`src/rtl/lcd_mux_pkg.sv`:
```
package lcd_mux_pkg;

  typedef enum logic [1:0] {
    LVL_LOW  = 2'b00,
    LVL_MID  = 2'b01,
    LVL_HIGH = 2'b10
  } lvl_e;

  // Segment a..g at bit 0..6
  function automatic logic [6:0] digit_glyph(input logic [3:0] v);
    logic [6:0] g;
    case (v)
      4'h0: g = 7'h3F;
      4'h1: g = 7'h06;
      4'h2: g = 7'h5B;
      4'h3: g = 7'h4F;
      4'h4: g = 7'h66;
      4'h5: g = 7'h6D;
      4'h6: g = 7'h7D;
      4'h7: g = 7'h07;
      4'h8: g = 7'h7F;
      4'h9: g = 7'h6F;
      4'hA: g = 7'h77;
      4'hB: g = 7'h7C;
      4'hC: g = 7'h39;
      4'hD: g = 7'h5E;
      4'hE: g = 7'h79;
      default: g = 7'h71;
    endcase
    return g;
  endfunction

endpackage

```
`src/rtl/lcd_mux_timebase.sv`:
```
module lcd_mux_timebase #(
  parameter int unsigned PHASE_DIV = 11250
) (
  input  logic       clk,
  input  logic       rst_n,
  input  logic       stby,
  output logic [1:0] phase
);

  localparam int unsigned CW = $clog2(PHASE_DIV + 1);
  localparam logic [CW-1:0] LAST = CW'(PHASE_DIV - 1);

  logic [CW-1:0] cnt_q, cnt_d;
  logic [1:0]    phase_q, phase_d;
  logic          tick;

  assign tick = (cnt_q == LAST);

  always_comb begin
    cnt_d   = cnt_q;
    phase_d = phase_q;
    if (stby) begin
      cnt_d   = '0;
      phase_d = 2'd0;
    end else if (tick) begin
      cnt_d   = '0;
      phase_d = phase_q + 2'd1;
    end else begin
      cnt_d   = cnt_q + 1'b1;
    end
  end

  always_ff @(posedge clk or negedge rst_n) begin
    if (!rst_n) begin
      cnt_q   <= '0;
      phase_q <= 2'd0;
    end else begin
      cnt_q   <= cnt_d;
      phase_q <= phase_d;
    end
  end

  assign phase = phase_q;

endmodule

```
`src/rtl/lcd_mux_store.sv`:
```
module lcd_mux_store
  import lcd_mux_pkg::*;
#(
  parameter int unsigned NPIX = 46,
  parameter int unsigned AW   = 3
) (
  input  logic            clk,
  input  logic            rst_n,
  input  logic            wr_en,
  input  logic            wr_decode,
  input  logic [AW-1:0]   wr_addr,
  input  logic [6:0]      wr_data,
  output logic [NPIX-1:0] pix
);

  logic [6:0]      pat;
  logic [NPIX-1:0] pix_q, pix_d, pix_we;

  assign pat = wr_decode ? digit_glyph(wr_data[3:0]) : wr_data;

  for (genvar p = 0; p < NPIX; p++) begin : g_pix
    localparam int unsigned DSLOT = p / 7;
    localparam int unsigned DBIT  = p % 7;

    assign pix_we[p] = wr_en && (wr_addr == AW'(DSLOT));

    always_comb begin
      pix_d[p] = pix_q[p];
      if (pix_we[p]) pix_d[p] = pat[DBIT];
    end

    always_ff @(posedge clk or negedge rst_n) begin
      if (!rst_n) pix_q[p] <= 1'b0;
      else        pix_q[p] <= pix_d[p];
    end
  end

  assign pix = pix_q;

endmodule

```
`src/rtl/lcd_mux_wave.sv`:
```
module lcd_mux_wave
  import lcd_mux_pkg::*;
#(
  parameter int unsigned       NSEG     = 23,
  parameter logic [NSEG-1:0]   GPO_MASK = '0
) (
  input  logic [1:0]        phase,
  input  logic              stby,
  input  logic [2*NSEG-1:0] pix,
  output logic [2*NSEG-1:0] seg_lvl,
  output logic [3:0]        com_lvl
);

  lvl_e sel_lvl, anti_lvl;

  // phase[0] picks the selected common, phase[1] its polarity
  always_comb begin
    sel_lvl  = phase[1] ? LVL_LOW  : LVL_HIGH;
    anti_lvl = phase[1] ? LVL_HIGH : LVL_LOW;
  end

  for (genvar c = 0; c < 2; c++) begin : g_com
    always_comb begin
      if (stby)                 com_lvl[2*c +: 2] = LVL_LOW;
      else if (phase[0] == c[0]) com_lvl[2*c +: 2] = sel_lvl;
      else                      com_lvl[2*c +: 2] = LVL_MID;
    end
  end

  for (genvar s = 0; s < NSEG; s++) begin : g_seg
    if (GPO_MASK[s]) begin : g_static
      always_comb begin
        if (stby)                        seg_lvl[2*s +: 2] = LVL_LOW;
        else if (pix[2*s] | pix[2*s+1])  seg_lvl[2*s +: 2] = LVL_HIGH;
        else                             seg_lvl[2*s +: 2] = LVL_LOW;
      end
    end else begin : g_mux
      logic lit;
      assign lit = phase[0] ? pix[2*s+1] : pix[2*s];
      always_comb begin
        if (stby)     seg_lvl[2*s +: 2] = LVL_LOW;
        else if (lit) seg_lvl[2*s +: 2] = anti_lvl;
        else          seg_lvl[2*s +: 2] = sel_lvl;
      end
    end
  end

endmodule

```
`src/rtl/lcd_mux_drv.sv`:
```
module lcd_mux_drv #(
  parameter int unsigned     NSEG     = 23,
  parameter int unsigned     CLK_HZ   = 4_500_000,
  parameter int unsigned     FRAME_HZ = 100,
  parameter logic [NSEG-1:0] GPO_MASK = '0,
  localparam int unsigned    NPIX     = 2 * NSEG,
  localparam int unsigned    NDIG     = (NPIX + 6) / 7,
  localparam int unsigned    AW       = $clog2(NDIG + 1)
) (
  input  logic              clk,
  input  logic              rst_n,
  input  logic              stby,
  input  logic              wr_en,
  input  logic              wr_decode,
  input  logic [AW-1:0]     wr_addr,
  input  logic [6:0]        wr_data,
  output logic [2*NSEG-1:0] seg_lvl,
  output logic [3:0]        com_lvl
);

  localparam int unsigned PHASE_DIV = CLK_HZ / (4 * FRAME_HZ);

  logic            rst_meta_n, rst_sync_n;
  logic [1:0]      phase;
  logic [NPIX-1:0] pix;

  always_ff @(posedge clk or negedge rst_n) begin
    if (!rst_n) begin
      rst_meta_n <= 1'b0;
      rst_sync_n <= 1'b0;
    end else begin
      rst_meta_n <= 1'b1;
      rst_sync_n <= rst_meta_n;
    end
  end

  lcd_mux_timebase #(.PHASE_DIV(PHASE_DIV)) u_tb (
    .clk   (clk),
    .rst_n (rst_sync_n),
    .stby  (stby),
    .phase (phase)
  );

  lcd_mux_store #(.NPIX(NPIX), .AW(AW)) u_store (
    .clk       (clk),
    .rst_n     (rst_sync_n),
    .wr_en     (wr_en),
    .wr_decode (wr_decode),
    .wr_addr   (wr_addr),
    .wr_data   (wr_data),
    .pix       (pix)
  );

  lcd_mux_wave #(.NSEG(NSEG), .GPO_MASK(GPO_MASK)) u_wave (
    .phase   (phase),
    .stby    (stby),
    .pix     (pix),
    .seg_lvl (seg_lvl),
    .com_lvl (com_lvl)
  );

endmodule

```
`config.mk`:
```
export PLATFORM = sky130hd
export DESIGN_NAME = lcd_mux_drv
export DESIGN_NICKNAME = d
export VERILOG_FILES = /design/src/rtl/lcd_mux_pkg.sv /design/src/rtl/lcd_mux_timebase.sv /design/src/rtl/lcd_mux_store.sv /design/src/rtl/lcd_mux_wave.sv /design/src/rtl/lcd_mux_drv.sv
export SDC_FILE = /design/constraint.sdc
export NUM_CORES = 1
export LEC_CHECK = 0
export ABC_CLOCK_PERIOD_IN_PS = 5000
export BUFFER_PORTS_ARGS = -buffer_cell sky130_fd_sc_hd__buf_2
export CORE_ASPECT_RATIO = 0.7
export CORE_MARGIN = 10
export CORE_UTILIZATION = 45
export CTS_CLUSTER_SIZE = 8
export DETAILED_ROUTE_END_ITERATION = 10
export PLACE_DENSITY = 0.79
export SYNTH_ARGS = -nofsm -noshare
export SYNTH_HDL_FRONTEND = slang
export SYNTH_SLANG_ARGS = --single-unit
```
`constraint.sdc`:
```
create_clock -name clk -period 5 [get_ports clk]
set_input_delay 0.75 -clock clk [delete_from_list [all_inputs] [get_ports clk]]
set_output_delay 0.75 -clock clk [all_outputs]
set_load 0.02 [all_outputs]
```
==> results.md, run 1 <==
* HPWL Detailed at 5.76 mm
* Postcts setup bufs at 0
* Via count at 2636
* Root Driver: clkbuf_16
* First-pass GRT wire length at 13.5 mm
* Critical path data required time at 4.25 ns
* Worst-Margin Slew at 0.822 ns
* Cts repair resizes at 0
* Status: finished clean
* Sequential fraction of the synthesis area at 44.2%
* Pwr dens at 388 nW/um2
* CP max stage delay at 0.77 ns
* CTS Sinks at 64
* Delay-heaviest family, CP: flip-flops
* PortBufs at 41
* Leak Pwr at 0.00189 uW
* Die area at 12100 um2
* Total Routed Length at 8.15 mm
* Final setup viols at 0
* Detailed-route DRC error count at 0
* RePlAce Congestion at 0.782
* YS warnings at 0
* Most frequent cells in the layout: 63 x dfrtp_1, 48 x nand2_1, 45 x nor2_1
* FF-to-FF Start: u_tb.phase[0]$_DFFE_PN0P_
* Combinational family with the most area after synthesis: simple AND/OR/NAND/NOR gates
* Synth Instances at 391
* CTS buffer count at 9
* Adder-Cell Fraction of Synth Area at 3.80%
* Placement Rows at 27
* F_max at 0.339 GHz
* Final #Nets at 449
* Post-synthesis simple-gate area fraction at 16.3%
* Slew Limit Headroom at 45.2%
* Worst setup SP type: flip-flop
* RSZ-0062 raised after global routing: no
* Top cell type's share of synthesized area at 44.2%
* Worst-path cell chain: buf_4, mux2i_1, xnor2_1, nor2_1, buf_2
* Worst Path Max Fanout at 15
* CP Class: flip-flop to primary output
* Synth-to-layout area growth at 12.8%
* Slew Limit Fails at 0
* Critical Path Source: u_tb.phase[0]$_DFFE_PN0P_
* Initial antenna violation count at 0
* Max clock buf depth at 2
* DRT Pass-1 Iters at 4
* Initial Utilization at 46.3%
* CP bufs+invs at 2
* CP arrival at 2.20 ns
* HP Class: primary input to async pin
* Die Y-Extent at 95.1 um
* Post-DRT Antenna Nets at 0
* Largest net degree at the start of global routing at 63
* Synth Area in Compound Gates at 11.0%
* Worst-path cell with the longest stage delay: dfrtp_1
* Setup TNS at 0 ns
* Final worst-path cycle share at 59.0%
* Commonest non-fill, non-tap cell in the layout: dfrtp_1
* WL per Instance at 15.4 um
* XOR/XNOR share of the synthesized area at 8.21%
* Tmin final at 2.95 ns
* Layout cell share with drive strength beyond 1 at 16.6%
* Mean Syn Cell Area at 9.27 um2
* Tot GR Track Use at 13.6%
* Multiplexer share of the synthesized area at 7.63%
* Setup crit end kind: primary output
* R2r setup slk at 3.13 ns
* Drt via density at 4.98
* Post-Syn Area at 3630 um2
* Tot Pwr at 1590 uW
* Diode count at 0
* VDD IR max at 0.177 mV
* Initial DRC Count at 121
* Register clock-pin slew on the reported worst setup and hold paths at 0.05 ns
* Vias in the first global route at 2730
* Hold buffer count at CTS at 0
* Register bit total from synthesis at 64
* Worst-Skew Late Latency at 0.32 ns
* H-Tree Depth at 3
* Final Hold Fails at 0
* Die X-Extent at 127 um
* I/O pins at 65
* GRT Residual Overflow at 0
* Library cells used by synthesis at 43
* Number of max-cap violations at 0
* Yosys top cell by area: dfrtp_1
* CTS tree: built
* Skew final at 0.00579 ns
* Synth area leaders: dfrtp_1 44%, mux2i_1 6.6%, xnor2_1 6.3%
* Core ar. at 7840 um2
==> final timing paths <==
kind                                         endpoint  cells past startpoint
max                                       seg_lvl[33]                      5
min                              rst_meta_n$_DFF_PN0_                      1
max reg2reg                 u_tb.phase[1]$_DFFE_PN0P_                      5
min reg2reg                      rst_sync_n$_DFF_PN0_                      0
max in group asynchronous  u_store.pix[1]$_DFFE_PN0P_                      1
min in group clk                 rst_sync_n$_DFF_PN0_                      0
==> cell families (layout without fill, tap and decap cells) <==
family,count (synthesis),in the layout
AO/OA/AOI/OAI,71,71
XOR/XNOR,34,34
adder cells (fa/ha/maj),11,11
buffers and inverters,51,66
flip-flops,64,64
multiplexers,27,27
other,2,24
AND/OR/NAND/NOR,131,131
==> sequential cells by signal, indices dropped and copies added (netlist names) <==
signal,flops
rst_meta_n,1
u_store.pix,46
u_tb.cnt_q,14
u_tb.phase,2
rst_sync_n,1
==> where the power goes <==
group | internal [uW] | leakage, uW | switching, uW
sequential | 600 | 0.000810 | 47.1
combinational | 107 | 0.000923 | 183
clock | 439 | 0.000159 | 211
==> routing by layer <==
layer	global-route usage, %	vias up	wire length, um
met4	4.91	0	71
met5	0	-	0
met3	4.16	6	505
met2	22.6	63	3900
met1	16.5	1250	3680
li1	-	1317	-
==> cell usage after synthesis <==
library cell	n
and3_1	5
buf_4	24
and3b_1	1
nand3b_1	1
buf_2	8
and3_2	1
a21oi_2	1
nand2_1	48
nor2_1	45
a221oi_2	1
o31a_1	1
inv_1	6
conb_1	2
nand2_4	1
ha_1	11
dfrtp_1	64
o22ai_1	1
and2b_1	2
nor4_1	1
a21o_2	2
a22oi_1	1
mux2i_2	1
or2_2	1
o211ai_1	1
buf_6	3
and4_1	2
nor2b_1	6
a21oi_1	15
o311a_1	1
and2_4	1
xnor2_1	26
mux2_2	2
o21ai_0	44
xor2_1	8
mux2i_1	24
or3_1	1
o31ai_1	2
and2_1	1
clkbuf_1	9
buf_1	1
a211oi_1	1
nand4_1	2
nand3_1	12
==> cell type report <==
| class | count | area [um2] |
|---|---|---|
| clock buffers | 14 | 284 |
| clock inverters | 2 | 35.0 |
| fillers | 738 | 3750 |
| inverters | 6 | 22.5 |
| multi-input cells | 298 | 1790 |
| flip-flops and latches | 64 | 1600 |
| well taps | 101 | 126 |
| repair buffers | 44 | 228 |
==> metrics by stage <==
step	hold WS (ns)	util (%)	cells	setup WS (ns)	instance area (um2)
final	0.204	52.2	529	2.05	4090
after global routing	0.205	52.2	529	1.92	4090
after CTS	0.199	52.2	529	2.04	4090
after detailed placement	0.338	48.1	513	2.38	3770
after global placement	0.336	48.1	513	2.46	3770
after floorplan	0.331	-	413	2.84	3710
Power figures use the tool's default switching activity.
==> inputs of run 2 (changes only) <==
--- a/config.mk
+++ b/config.mk
@@ -5,14 +5,14 @@
 export SDC_FILE = /design/constraint.sdc
 export NUM_CORES = 1
 export LEC_CHECK = 0
-export ABC_CLOCK_PERIOD_IN_PS = 5000
+export ABC_CLOCK_PERIOD_IN_PS = 2700
 export BUFFER_PORTS_ARGS = -buffer_cell sky130_fd_sc_hd__buf_2
 export CORE_ASPECT_RATIO = 0.7
 export CORE_MARGIN = 10
 export CORE_UTILIZATION = 45
 export CTS_CLUSTER_SIZE = 8
 export DETAILED_ROUTE_END_ITERATION = 10
-export PLACE_DENSITY = 0.79
+export PLACE_DENSITY = 0.81
 export SYNTH_ARGS = -nofsm -noshare
 export SYNTH_HDL_FRONTEND = slang
 export SYNTH_SLANG_ARGS = --single-unit
==> constraint.sdc (replaced) <==
create_clock -name clk -period 2.7 [get_ports clk]
set_input_delay 0.405 -clock clk [delete_from_list [all_inputs] [get_ports clk]]
set_output_delay 0.405 -clock clk [all_outputs]
set_load 0.02 [all_outputs]
==> results.md, run 2 (synthesized netlist as in run 1, its figures left out) <==
* Pwr dens at 701 nW/um2
* Delay-heaviest family, CP: flip-flops
* CP Class: flip-flop to primary output
* Comb power frac at 18.3%
* Worst-path cell chain: buf_12, mux2i_1, xnor2_1, nor2_1, buf_2
* WL per Instance at 15.4 um
* Sw Pwr at 857 uW
* Number of max-cap violations at 0
* First-pass GRT wire length at 13.8 mm
* Vias in the first global route at 2815
* R2r endpoint: u_tb.cnt_q[8]$_DFF_PN0_
* Worst-Skew Late Latency at 0.33 ns
* PortBufs at 41
* DRT Pass-1 Iters at 4
* Largest net degree at the start of global routing at 33
* FF-to-FF Start: u_tb.cnt_q[2]$_DFF_PN0_
* Tot GR Track Use at 13.8%
* GRT Residual Overflow at 0
* Die Y-Extent at 95.1 um
* Core ar. at 7840 um2
* CP arrival at 1.86 ns
* Max clock buf depth at 2
* Worst setup SP type: flip-flop
* RePlAce Congestion at 0.886
* Layout cell share with drive strength beyond 1 at 17.0%
* CP bufs+invs at 2
* Critical path data required time at 2.30 ns
* Worst-Margin Slew at 0.704 ns
* Initial antenna violation count at 0
* H-Tree Depth at 3
* F_max at 0.441 GHz
* Critical Path Source: u_tb.phase[0]$_DFFE_PN0P_
* I/O pins at 65
* CTS tree: built
* Reg power frac at 41.6%
* Final worst-path cycle share at 83.9%
* Register clock-pin slew on the reported worst setup and hold paths at 0.05 ns
* Worst Reg-to-Reg Cells at 4
* Detailed-route DRC error count at 0
* Root Driver: clkbuf_16
* Final setup viols at 0
* Synth-to-layout area growth at 13.6%
* Fill count at 705
* Final Hold Fails at 0
* Tmin final at 2.27 ns
* Status: finished clean
* Post-DRT Antenna Nets at 0
* Worst Path Max Fanout at 20
* VDD IR max at 0.419 mV
* Most frequent cells in the layout: 63 x dfrtp_1, 48 x nand2_1, 45 x nor2_1
* R2r setup slk at 1.12 ns
* Clock power share at 40.1%
* Leak Pwr at 0.00189 uW
* Postcts setup bufs at 0
* Total Routed Length at 8.16 mm
* Placement Rows at 27
* Setup crit end kind: primary output
* Final Util at 52.6%
* Die area at 12100 um2
* HP Class: flip-flop to async pin
* RSZ-0062 raised after global routing: no
* Drt via density at 5.10
* Commonest non-fill, non-tap cell in the layout: dfrtp_1
* Diode count at 0
* Sw Ratio at 29.7%
* HPWL Detailed at 5.95 mm
* Max reg flops at 46
* CTS Sinks at 64
* Via count at 2709
* Initial Utilization at 46.3%
* Initial DRC Count at 129
* Final #Nets at 451
* Setup TNS at 0 ns
* Slew Limit Headroom at 53.0%
* Die X-Extent at 127 um
* Worst-path cell with the longest stage delay: dfrtp_1
* Skew final at 0.00694 ns
* Internal at 2030 uW
* CP max stage delay at 0.62 ns
* Cts repair resizes at 0
* CTS buffer count at 9
* Slew Limit Fails at 0
-- run 2: worst max path at each step --
stage,to,slack [ns],depth (start not counted)
3_5_place_dp,u_store.pix[36]$_DFFE_PN0P_,0.73,6
4_1_cts,seg_lvl[43],0.42,5
5_1_grt,seg_lvl[45],0.31,5
6_report,seg_lvl[15],0.43,5
3_3_place_gp,u_store.pix[41]$_DFFE_PN0P_,0.79,7
2_1_floorplan,u_store.pix[0]$_DFFE_PN0P_,0.79,0
-- run 2: final cells by class --
class	instances	area, um2	area share [%]
Multi-Input combinational cell	298	1790	43.5
Tap cell	101	126	3.07
Clock buffer	9	225	5.47
Inverter	6	22.5	0.547
Sequential cell	64	1600	38.9
Timing Repair Buffer	46	270	6.56
Clock inverter	7	80.1	1.94
-- run 2: per-stage QoR --
step	hold slack, ns	area (um2)	power (uW)	setup slack, ns	cells
detailed placement	0.195	3800	1750	0.727	514
CTS	0.344	4120	2920	0.422	531
global placement	0.193	3800	1730	0.793	514
floorplan	0.109	3710	1610	0.786	413
global route	0.358	4120	3050	0.309	531
finish	0.321	4120	2890	0.434	531
-- run 2: repair_timing --
action,4_1_cts,5_1_grt
endpoints found under the setup margin,0,0
hold endpoints to repair,2,0
hold buffers,1,0
-- run 2: power by group through the flow --
stage | registers, uW | logic [uW] | clock network, uW
after detailed placement | 1220 | 530 | 0
after global placement | 1210 | 514 | 0
final | 1200 | 528 | 1160
after CTS | 1200 | 537 | 1180
after floorplan | 1200 | 419 | 0
after global routing | 1220 | 603 | 1220
-- run 2: layer usage --
layer  global-route usage (%)  share of wire [%]  vias up  routed length, um
met5                        0                  0        -                  0
met4                     4.91                1.2        0                100
met3                     3.88                7.0        9                573
met2                     22.6                 48       77               3880
met1                     17.3                 44     1295               3610
li1                         -                  -     1328                  -
